### config.mk
export PLATFORM = sky130hd
export DESIGN_NAME = keypad_scanner
export DESIGN_NICKNAME = d
export VERILOG_FILES = /design/src/rtl/kp_pkg.sv /design/src/rtl/kp_sync.sv /design/src/rtl/kp_row_drv.sv /design/src/rtl/kp_ctrl.sv /design/src/rtl/keypad_scanner.sv
export SDC_FILE = /design/constraint.sdc
export NUM_CORES = 1
export LEC_CHECK = 0
export ABC_AREA = 1
export BUFFER_PORTS_ARGS = -buffer_cell sky130_fd_sc_hd__clkbuf_2
export CORE_MARGIN = 2
export CORE_UTILIZATION = 56
export DETAILED_ROUTE_END_ITERATION = 6
export GPL_ROUTABILITY_DRIVEN = 0
export PLACE_DENSITY = 0.85
export SYNTH_ARGS = -nofsm -noshare
export SYNTH_HDL_FRONTEND = slang
export SYNTH_SLANG_ARGS = --single-unit
### constraint.sdc
create_clock -name clk_i -period 1.6 [get_ports clk_i]
set_input_delay 0.08 -clock clk_i [delete_from_list [all_inputs] [get_ports clk_i]]
set_output_delay 0.08 -clock clk_i [all_outputs]
set_load 0.02 [all_outputs]
### src/rtl/kp_pkg.sv
package kp_pkg;
  localparam int unsigned NUM_ROWS = 4;
  localparam int unsigned NUM_COLS = 4;
  localparam int unsigned ROW_W    = $clog2(NUM_ROWS);
  localparam int unsigned COL_W    = $clog2(NUM_COLS);
  localparam int unsigned KEY_W    = ROW_W + COL_W;

  typedef enum logic [1:0] {
    ST_SCAN     = 2'd0,
    ST_DEBOUNCE = 2'd1,
    ST_REPORT   = 2'd2,
    ST_RELEASE  = 2'd3
  } kp_state_e;
endpackage

### src/rtl/kp_sync.sv
module kp_sync #(
  parameter int unsigned WIDTH = 4
) (
  input  logic             clk_i,
  input  logic             rst_ni,
  input  logic [WIDTH-1:0] d_i,
  output logic [WIDTH-1:0] q_o
);
  logic [WIDTH-1:0] meta_q, sync_q;

  for (genvar i = 0; i < WIDTH; i++) begin : g_bit
    always_ff @(posedge clk_i or negedge rst_ni) begin
      if (!rst_ni) begin
        meta_q[i] <= 1'b1;  // idle-high lines
        sync_q[i] <= 1'b1;
      end else begin
        meta_q[i] <= d_i[i];
        sync_q[i] <= meta_q[i];
      end
    end
  end

  assign q_o = sync_q;
endmodule

### src/rtl/kp_row_drv.sv
module kp_row_drv
  import kp_pkg::*;
(
  input  logic                clk_i,
  input  logic                rst_ni,
  input  logic [ROW_W-1:0]    row_idx_i,
  input  logic                all_low_i,
  output logic [NUM_ROWS-1:0] row_o
);
  for (genvar r = 0; r < NUM_ROWS; r++) begin : g_row
    assign row_o[r] = !(all_low_i || (row_idx_i == ROW_W'(r)));
  end


  one_row_chk: assert property (@(posedge clk_i) disable iff (!rst_ni)
    !all_low_i |-> ($countones(~row_o) == 1));
endmodule

### src/rtl/kp_ctrl.sv
module kp_ctrl
  import kp_pkg::*;
#(
  parameter int unsigned DEBOUNCE_CYCLES = 16,
  parameter int unsigned ROW_DWELL       = 4
) (
  input  logic                clk_i,
  input  logic                rst_ni,
  input  logic [NUM_COLS-1:0] col_i,
  output logic [ROW_W-1:0]    row_idx_o,
  output logic                all_low_o,
  output logic [KEY_W-1:0]    key_o,
  output logic                valid_o
);
  localparam int unsigned CNT_W = $clog2(DEBOUNCE_CYCLES + 1);
  localparam int unsigned DW_W  = $clog2(ROW_DWELL + 1);
  localparam logic [CNT_W-1:0] CNT_LAST   = CNT_W'(DEBOUNCE_CYCLES - 1);
  localparam logic [DW_W-1:0]  DWELL_LAST = DW_W'(ROW_DWELL - 1);
  localparam logic [NUM_COLS-1:0] COLS_IDLE = '1;

  kp_state_e        state_q, state_d;
  logic [ROW_W-1:0] row_q, row_d;
  logic [COL_W-1:0] col_q, col_d;
  logic [DW_W-1:0]  dwell_q, dwell_d;
  logic [CNT_W-1:0] cnt_q, cnt_d;
  logic [KEY_W-1:0] key_q, key_d;
  logic [COL_W-1:0] first_low;
  logic             any_low;

  // lowest-numbered low column
  always_comb begin
    first_low = '0;
    for (int c = NUM_COLS - 1; c >= 0; c--) begin
      if (!col_i[c]) first_low = COL_W'(c);
    end
  end
  assign any_low = (col_i != COLS_IDLE);

  always_comb begin
    state_d = state_q;
    row_d   = row_q;
    col_d   = col_q;
    dwell_d = dwell_q;
    cnt_d   = cnt_q;
    key_d   = key_q;
    unique case (state_q)
      ST_SCAN: begin
        if (dwell_q == DWELL_LAST) begin
          dwell_d = '0;
          if (any_low) begin
            state_d = ST_DEBOUNCE;
            col_d   = first_low;
            cnt_d   = '0;
          end else begin
            row_d = row_q + 1'b1;
          end
        end else begin
          dwell_d = dwell_q + 1'b1;
        end
      end
      ST_DEBOUNCE: begin
        if (col_i[col_q]) begin
          state_d = ST_SCAN;  // contact opened: rescan same row
          dwell_d = '0;
        end else if (cnt_q == CNT_LAST) begin
          state_d = ST_REPORT;
          key_d   = {row_q, col_q};
        end else begin
          cnt_d = cnt_q + 1'b1;
        end
      end
      ST_REPORT: begin
        state_d = ST_RELEASE;
        cnt_d   = '0;
      end
      ST_RELEASE: begin
        if (any_low) begin
          cnt_d = '0;
        end else if (cnt_q == CNT_LAST) begin
          state_d = ST_SCAN;
          row_d   = '0;
          dwell_d = '0;
        end else begin
          cnt_d = cnt_q + 1'b1;
        end
      end
      default: state_d = ST_SCAN;
    endcase
  end

  always_ff @(posedge clk_i or negedge rst_ni) begin
    if (!rst_ni) begin
      state_q <= ST_SCAN;
      row_q   <= '0;
      col_q   <= '0;
      dwell_q <= '0;
      cnt_q   <= '0;
      key_q   <= '0;
    end else begin
      state_q <= state_d;
      row_q   <= row_d;
      col_q   <= col_d;
      dwell_q <= dwell_d;
      cnt_q   <= cnt_d;
      key_q   <= key_d;
    end
  end

  assign row_idx_o = row_q;
  assign all_low_o = (state_q == ST_RELEASE);
  assign key_o     = key_q;
  assign valid_o   = (state_q == ST_REPORT);


  valid_pulse_chk: assert property (@(posedge clk_i) disable iff (!rst_ni)
    valid_o |=> !valid_o);


  report_low_chk: assert property (@(posedge clk_i) disable iff (!rst_ni)
    valid_o |-> $past(col_i != COLS_IDLE));


  deb_row_hold_chk: assert property (@(posedge clk_i) disable iff (!rst_ni)
    (state_q == ST_DEBOUNCE) |=> $stable(row_q));


  release_rows_chk: assert property (@(posedge clk_i) disable iff (!rst_ni)
    valid_o |=> all_low_o);


  no_rearm_chk: assert property (@(posedge clk_i) disable iff (!rst_ni)
    (all_low_o && any_low) |=> !valid_o && (state_q != ST_SCAN));


  key_hold_chk: assert property (@(posedge clk_i) disable iff (!rst_ni)
    !$stable(key_o) |-> valid_o);
endmodule

### src/rtl/keypad_scanner.sv
module keypad_scanner
  import kp_pkg::*;
#(
  parameter int unsigned DEBOUNCE_CYCLES = 16,
  parameter int unsigned ROW_DWELL       = 4
) (
  input  logic       clk_i,
  input  logic       rst_ni,
  input  logic [3:0] col_i,
  output logic [3:0] row_o,
  output logic [3:0] key_o,
  output logic       key_valid_o
);
  logic [NUM_COLS-1:0] col_sync;
  logic [ROW_W-1:0]    row_idx;
  logic                all_low;

  kp_sync #(.WIDTH(NUM_COLS)) i_sync (
    .clk_i  (clk_i),
    .rst_ni (rst_ni),
    .d_i    (col_i),
    .q_o    (col_sync)
  );

  kp_ctrl #(
    .DEBOUNCE_CYCLES (DEBOUNCE_CYCLES),
    .ROW_DWELL       (ROW_DWELL)
  ) i_ctrl (
    .clk_i     (clk_i),
    .rst_ni    (rst_ni),
    .col_i     (col_sync),
    .row_idx_o (row_idx),
    .all_low_o (all_low),
    .key_o     (key_o),
    .valid_o   (key_valid_o)
  );

  kp_row_drv i_rows (
    .clk_i     (clk_i),
    .rst_ni    (rst_ni),
    .row_idx_i (row_idx),
    .all_low_i (all_low),
    .row_o     (row_o)
  );
endmodule

* Word level (Yosys, flattened, before mapping)
Cells that the tools add are included.
** Cells by class
- Add/subtract/negate cells :: 3
- Multipliers :: 0
- Divide/modulo/power cells :: 0
- $lt $le $gt $ge :: 1
- Eq/ne operators :: 17
- Shift operators :: 0
- Muxes and demuxes :: 27
- Bitwise gates (word level) :: 1
- Reduce and logical (&&, ||, !) cells :: 18
** Operator list (number)
- $mux W5 :: 5
- $mux W2 :: 12
- $pmux W5 S4 :: 1
- $mux W3 :: 4
- $reduce_and A5 Y1 :: 2
- $pmux W3 S3 :: 1
- $reduce_and A3 Y1 :: 3
- $eq A2 B2 Y1 const B :: 4
- $ne A2 B2 Y1 const B :: 4
- $pmux W2 S4 :: 1
- $ne A2 B1 Y1 const B :: 3
- $add A5 B1 Y5 const B :: 1
- $eq A5 B4 Y1 const B :: 1
- $eq A2 B1 Y1 const B :: 2
- $logic_not A1 Y1 :: 4
- $logic_not A2 Y1 :: 2
- $logic_or A1 B1 Y1 :: 4
- $ne A4 B4 Y1 const B :: 1
- $pmux W2 S2 :: 1
- $reduce_and A4 Y1 :: 1
- $add A3 B1 Y3 const B :: 1
- $eq A3 B2 Y1 const B :: 1
- $lt A2 B3 Y1 const B :: 1
- $ne A3 B1 Y1 const B :: 1
- 6 further kinds :: 6
** Storage, ports and cells
- Bits in registers :: 26
- Latch bits :: 0
- Memory bits (writable) :: 0
- Bits in read-only memories :: 0
- Input port bits :: 6
- Output and inout port bits :: 9
- Logic and storage cells :: 81
- Memories kept :: 0

* Logic depth before layout (Yosys ltp)
Gate-level depths: netlist of run 1.
- Depth after elaboration :: 4
- Mapped depth :: 9
- Depth with buffers taken out :: 9

* Modules after synthesis
A second synthesis of run 1 with hierarchy kept.
** Unflattened totals
- Cell total of the unflattened synthesis :: 155
- Area total of the unflattened synthesis :: 1332.5 sq um
** By module, submodules not included
- kp_ctrl :: times used 1, cells an instance 140, area an instance 1092.3 sq um, seq. area each 450.4 sq um
- kp_sync :: times used 1, cells an instance 8, area an instance 210.2 sq um, seq. area each 210.2 sq um
- kp_row_drv :: times used 1, cells an instance 7, area an instance 30.0 sq um, seq. area each 0.0 sq um

* Worst setup path before layout of run 1
OpenSTA, ideal clock, no wires.
- Path kind :: register to register
- From :: register i_ctrl.cnt_q[0]
- To :: register i_ctrl.state_q[0]
- Library setup time :: 0.119 ns
- Data arrival time :: 1.195 ns
- Required time :: 1.481 ns
- Setup slack :: 0.286 ns
- Cell stages (with the launch flop) :: 8
- Buffers on the path :: 0
- Period minus slack after synthesis :: 1.314 ns
- Cell sequence :: dfrtp_1 -> ha_1 -> nand3_2 -> nor2_4 -> nand2_1 -> nand2_2 -> nand4_1 -> and2_1
** On the way
- Longest elaborated chain between the ends :: 3
- Elaborated cells between the ends (all ways) :: 4
- Classes of those cells :: eq/ne (3); reduce/logical (1)
** Ends and longest elaborated chain
- start: declaration :: line kp_ctrl.sv:25 : logic [CNT_W-1:0] cnt_q, cnt_d;
- start signal: assignment :: line kp_ctrl.sv:104 : cnt_q <= cnt_d;
- $eq A5 B4 Y1 * :: line kp_ctrl.sv:65, kp_ctrl.sv:79
- $ne A3 B1 Y1 (no line) / $ne A2 B2 Y1 (equally long branches)
- $reduce_and A5 Y1 (no line) *
- end signal: assignment :: line kp_ctrl.sv:100 : state_q <= state_d;
- end: declaration :: line kp_ctrl.sv:21 : kp_state_e state_q, state_d;
Mark *: on every way between the ends. The rest lies on a longest branch, timed or not.
A chain may end at the register's enable or synchronous reset.

* Worst setup path after layout of run 1
- From :: register i_sync.sync_q[0], in the netlist i_sync.q_o[0]
- To :: register i_ctrl.cnt_q[1]
** On the way
- Longest elaborated chain between the ends :: 4
- Elaborated cells between the ends (all ways) :: 8
- Classes of those cells :: eq/ne (3); mux (4); reduce/logical (1)
** Ends and longest elaborated chain
- start: declaration :: line kp_sync.sv:9 : logic [WIDTH-1:0] meta_q, sync_q;
- start signal: indexed assignment :: line kp_sync.sv:18 : sync_q[i] <= meta_q[i];
- $bmux W1 S2 :: line kp_ctrl.sv:62 : if (col_i[col_q]) begin
- $mux W1 (not written as such) :: line kp_ctrl.sv:62
- $ne A2 B2 Y1 (no line)
- $reduce_and A3 Y1 (no line)
Parallel ways exist; a longest one is shown, timed or not. The select of a mux whose other input is x is not followed.

==> reports/results.ini, run 1 <==
[outcome]
status = complete, no violations

[clock_tree]
cts-root-buf = clkbuf_4
clk_pin_slew_worst_paths_ns = 0.14
clk_path_buf_depth = 2
cts_tree = yes
h-tree-depth = 1
insertion_delay_ns = 0.32
cts_sinks = 26
cts_resized = 0
numCtsBuffers = 3

[logic_synthesis]
synth-compound-area-share = 0.0700
synth_flop_cell = dfrtp_1
ys_ff_latch = 26
synth_xor_area_frac = 0
yosys_warnings = 0
async_flop_share = 1.00
syn_inst = 149
synth-simple-area-share = 0.300
ys_types = 19
synth_fa_ha_area_frac = 0.0592
synth_area_sq_mm = 0.00127
synth_edf_count = 0
synth_mux_area_frac = 0
synth_area_leader_cell = dfrtp_1
synth-seq-area-share = 0.521
syn_nets = 161
yosys.area.top_type_share = 0.355
synth_top_family_by_area = simple AND/OR/NAND/NOR gates
synth_area_per_cell_sq_um = 8.51
synthTopCellsByArea = dfrtp_1 (36%), dfstp_2 (17%), nand2_1 (14%)

[worst_setup_path]
endpoint_kind = register
critPathLaunchType = register
cp-startpoint = i_sync.q_o[0]
crit_path_max_incr_delay_ns = 0.58
rrSetupSlack_ns = 0.14
crit_type = reg2reg
crit_slowest_cell = dfstp_2
critical_path_buf_inv_count = 1
required_ns = 1.83
cp_top_family = simple AND/OR/NAND/NOR gates
cp_max_fo = 7
crit_top_cell = nand2_1
crit_chain = nand2_1, nor2_4, o21ai_1, nand2_2, inv_2, nand2_1, nand2_1
worstPathArrival_ns = 1.69
r2r-start = i_sync.q_o[0]

[drt]
num_vias = 1053
drt_first_pass_iters = 4
drt_iter0_drc = 19
routed_wl_um = 2360
viasPerCell = 5.24
postRouteAntennaNets = 0
wl_per_cell_um = 11.7
drcViolationCount = 0

[sta]
tns_ns = 0
hold_violations = 0
fmax_ghz = 0.684
worstMarginPinSlew_ns = 0.615
finalMaxSlewViolations = 0
finalSetupViolCount = 0
rsz0062_at_grt = false
relSlewSlack = 0.590
skew_ns = 0.00436
period_share = 0.914
finalCriticalPeriod_ns = 1.46

[pwr]
ir_drop_mv = 0.973
p_leak_uw = 0.000738
total_power_uw = 1990
power.density_mw_per_mm2 = 1340

[worst_hold_path]
hold_class = in2async

[flow_run]
drv_cap = 0

[finish]
drive_gt1_frac = 0.231
final_cell_mix = nand2_1 (46), dfrtp_1 (18), nor2_1 (14), clkbuf_2 (14), inv_1 (12)
syn_to_final_growth_pct = 17.0
ff_latch_area_sq_um = 661
num-nets-final = 186
multiInputGateArea_sq_um = 544
finalInstanceArea_sq_mm = 0.00148
fill_cells = 182
layout_commonest_cell = nand2_1
n_antenna_cell = 0

[global_route]
grt_overflow = 0
grt_pass1_vias = 1057
gr-max-usage-layer = met2
grt_use_total = 0.213
use_met3 = 0.0345
antenna_found_initial = 0
met1_usage = 0.250
grt_max_degree = 27
met2_usage = 0.385
grt_pass1_wl_um = 4200

[floorplanning]
coreArea_sq_mm = 0.00217
pin_count = 15
die_y_um = 51.6
rows = 17
die_x_um = 51.6
dieArea_sq_mm = 0.00266
initial_core_util = 0.585

[place]
hpwl_um = 1750
io_buffers = 14
placed_cell_area_sq_mm = 0.00137

## layout make-up
cell class	count	share of cell area
repair buffers	20	0.0860
well taps	28	0.0236
clock buffers	3	0.0152
inverters	17	0.0430
flip-flops and latches	26	0.445
clock inverters	1	0.0202
multi-input cells	106	0.367
## sequential cells by signal (all words and copies together) (netlist names), named ones only
| name | cells |
|---|---|
| i_ctrl.state_q | 1 |
| i_sync.meta_q | 4 |
| i_ctrl.col_q | 2 |
| i_sync.q_o | 4 |
| i_ctrl.row_idx_o | 2 |
| i_ctrl.key_o | 4 |
| i_ctrl.cnt_q | 5 |
| i_ctrl.dwell_q | 3 |
## power by group
group / leakage (uW) / switching (uW) / internal [uW]
combinational: 0.000383 / 430 / 246
sequential: 0.000327 / 101 / 765
clock: 0.0000279 / 195 / 253
total: 0.000738 / 726 / 1260
## per-layer routing
layer,share of wire,routed length (um)
met2,0.51,1210
met5,0,0
met3,0.033,77
met1,0.44,1030
met4,0.018,43
## worst register-to-register path: stages (launching register included)
cell and delay, ns:
dfstp_2 0.58, nand2_1 0.09, nor2_4 0.20, o21ai_1 0.14, nand2_2 0.19, inv_2 0.06
nand2_1 0.06, nand2_1 0.05
## final timing paths
kind	to	depth (start not counted)
worst max-delay path	i_ctrl.cnt_q[1]	7
worst min-delay path	async pin	2
worst max register to register	i_ctrl.cnt_q[1]	7
worst min register to register	i_sync.q_o[1]	0
max in group asynchronous	i_ctrl.col_q[0]	2
min in group clk_i	i_sync.q_o[1]	0
## kinds of logic (layout without fill, tap and decap cells)
logic type	Yosys count	count (layout)
buffers and inverters	17	41
adders and majority gates	6	6
AOI/OAI and AO/OA	17	17
and+or+nand+nor	83	83
DFF	26	26
## metrics by stage
| step | util | hold slack [ns] | instances | worst slack (ns) |
|---|---|---|---|---|
| final | 0.684 | 0.280 | 201 | 0.137 |
| after global routing | 0.684 | 0.327 | 201 | 0.00890 |
| after CTS | 0.681 | 0.297 | 200 | 0.130 |
| after detailed placement | 0.633 | 0.133 | 191 | 0.153 |
| after global placement | 0.633 | 0.119 | 191 | 0.231 |
| after floorplan | - | -0.216 | 149 | 0.286 |
## synthesized netlist by cell type, types with 4 or more instances
cell	n
nor2_1	14
nand4_1	4
o21ai_1	7
inv_1	12
nand2_1	46
dfstp_2	8
o21ai_0	8
nand3_1	10
ha_1	6
inv_2	5
dfrtp_1	18
## what timing repair did
action / 4_1_cts / 5_1_grt
endpoints found under the setup margin: 0 / 1
setup buffers: 0 / 1
endpoints found under the hold margin: 22 / 0
hold buffers: 5 / 0
Note: power is estimated with default switching activity, not from simulation.
==> run 2: changes to the inputs <==
--- a/config.mk
+++ b/config.mk
@@ -15,3 +15,4 @@
 export SYNTH_ARGS = -nofsm -noshare
 export SYNTH_HDL_FRONTEND = slang
+export SYNTH_HIERARCHICAL = 1
 export SYNTH_SLANG_ARGS = --single-unit
==> constraint.sdc (replaced) <==
create_clock -name clk_i -period 1.6 [get_ports clk_i]
set_input_delay 0.08 -clock clk_i [delete_from_list [all_inputs] [get_ports clk_i]]
set_output_delay 0.08 -clock clk_i [all_outputs]
set_load 0.01 [all_outputs]
==> reports/results.ini, run 2 <==
[outcome]
status = complete, no violations

[worst_setup_path]
critPathLaunchType = register
crit_chain = ha_2, nand3_2, nor2_4, nor2_1, nor2_1, nand3_1, nand2_1, nand2_1
required_ns = 1.83
crit_type = reg2reg
r2r_cells = 8
cp_max_fo = 5
crit_slowest_cell = dfrtp_1
endpoint_kind = register
crit_path_max_incr_delay_ns = 0.45
worstPathArrival_ns = 1.73

[place]
dp_slack_ns = 0.137
hpwl_um = 1930
placed_cell_area_sq_mm = 0.00144
io_buffers = 14

[clock_tree]
cts_sinks = 26
cts_tree = yes
clk_pin_slew_worst_paths_ns = 0.14
numCtsBuffers = 3
insertion_delay_ns = 0.32
h-tree-depth = 1
cts-root-buf = clkbuf_4
clk_path_buf_depth = 2

[pwr]
p_seq_frac = 0.411
ir_drop_mv = 1.14
power.density_mw_per_mm2 = 1390
total_power_uw = 2160
p_sw_frac = 0.393
p_clk_frac = 0.208
combinationalPowerShare = 0.381
p_leak_uw = 0.000747
intPower_uw = 1310
switching_power_uw = 850

[global_route]
grt_overflow = 0
grt_pass1_vias = 1061
met1_usage = 0.280
met2_usage = 0.415
grt_use_total = 0.234
grt_pass1_wl_um = 4630
gr-max-usage-layer = met2
antenna_found_initial = 0
use_met3 = 0.0343
grt_max_degree = 27

[finish]
num-nets-final = 188
final_cell_mix = nand2_1 (42), dfrtp_1 (18), inv_1 (16)
largest_reg_flops = 5
layout_commonest_cell = nand2_1
finalInstanceArea_sq_mm = 0.00155
syn_to_final_growth_pct = 16.5
fill_cells = 182
n_antenna_cell = 0
drive_gt1_frac = 0.302
largest-register = i_ctrl/cnt_q

[sta]
hold_violations = 0
finalCriticalPeriod_ns = 1.50
skew_ns = 0.00565
finalSetupViolCount = 0
setup_slack_ns = 0.0996
finalMaxSlewViolations = 0
period_share = 0.938
worstMarginPinSlew_ns = 0.610
relSlewSlack = 0.594
tns_ns = 0
rsz0062_at_grt = false
whs_ns = 0.280
fmax_ghz = 0.666

[floorplanning]
coreArea_sq_mm = 0.00223
die_y_um = 52.8
die_x_um = 52.8
dieArea_sq_mm = 0.00279
initial_core_util = 0.597
rows = 17
pin_count = 15

[logic_synthesis]
synth.top_cells.by_count = nand2_1 (42), dfrtp_1 (18), inv_1 (16)
synth-seq-area-share = 0.496
ys_types = 25
yosysMostFrequentCell = nand2_1
yosys_warnings = 6
synth_flop_cell = dfrtp_1
synthTopCellsByArea = dfrtp_1 (34%), dfstp_2 (16%), nand2_1 (12%)
async_flop_share = 1.00
synth_edf_count = 0
synth_area_leader_cell = dfrtp_1
ys_ff_latch = 26
synth_area_per_cell_sq_um = 8.60
syn_inst = 155
synth_area_sq_mm = 0.00133
syn_nets = 163
yosys.area.top_type_share = 0.338

[drt]
drt_first_pass_iters = 4
drcViolationCount = 0
viasPerCell = 5.45
wl_per_cell_um = 13.4
postRouteAntennaNets = 0
drt_iter0_drc = 37
num_vias = 1128
routed_wl_um = 2780

[flow_run]
drv_cap = 0

[worst_hold_path]
hold_class = in2async

==> run 2: changes by cell type in the layout (fill, tap and decap cells not counted), moves of 4 or more <==
cell     change
ha_1         -5
nor2_2       +5
nor2_1       -7
a21oi_1      +4
nand2_1      -4
o21ai_0      -4
inv_1        +4
==> run 2: cells by family (layout without fill, tap and decap cells) <==
family,Yosys count,count (layout),share of synthesized area
simple gates,83,83,0.316
flops,26,26,0.496
buf+inv,22,46,0.0639
compound gates,21,21,0.0986
fa+ha+maj,2,2,0.0188
xor+xnor,1,1,0.00657
==> run 2: timing repair <==
action / CTS / global route
resized for setup: 0 / 2
buffers inserted: 0 / 1
endpoints found under the hold margin: 22 / 0
endpoints found under the setup margin: 0 / 2
hold buffers: 5 / 0
==> run 2: metrics by stage <==
step	cells	util
3_3_place_gp	197	0.644
5_1_grt	207	0.695
3_5_place_dp	197	0.644
4_1_cts	206	0.690
2_1_floorplan	155	-
6_report	207	0.695
==> run 2: cell type report <==
class,count,area [sq um],share of cell area
timing repair buffer,20,128,0.0822
sequential,26,661,0.425
inverter,22,85.1,0.0548
clock inverter,1,30.0,0.0193
tap,28,35.0,0.0226
clock buffer,3,22.5,0.0145
multi-input combinational,107,592,0.381
==> run 2: final timing paths <==
kind	from	slack, ns	to
setup / recovery	i_ctrl/cnt_q[1]	0.1	register
hold / removal	rst_ni	0.28	i_ctrl/col_q[0]
setup reg to reg	i_ctrl/cnt_q[1]	0.1	register
hold reg to reg	i_sync/meta_q[1]	0.37	i_sync/q_o[1]
max in group asynchronous	rst_ni	0.92	i_ctrl/row_idx_o[1]
min in group clk_i	i_sync/meta_q[1]	0.37	i_sync/q_o[1]
==> run 2: power by group through the flow <==
stage                     logic, uW  registers [uW]  clock network [uW]
final                           822             889                 449
after global routing            925             901                 478
after CTS                       787             890                 458
after detailed placement        761             901                   0
after global placement          717             890                   0
after floorplan                 598             870                   0
==> run 2: metal layers <==
metal	part of all wire	wire, um
met3	0.037	102
met4	0.010	29
met5	0	0
met1	0.44	1240
met2	0.51	1410
==> run 2: worst max-delay path: cells and delay by family (launching register included) <==
kind	cells	cell delay [ns]
adder cells (fa/ha/maj)	1	0.24
AND/OR/NAND/NOR	7	0.72
flip-flops	1	0.45
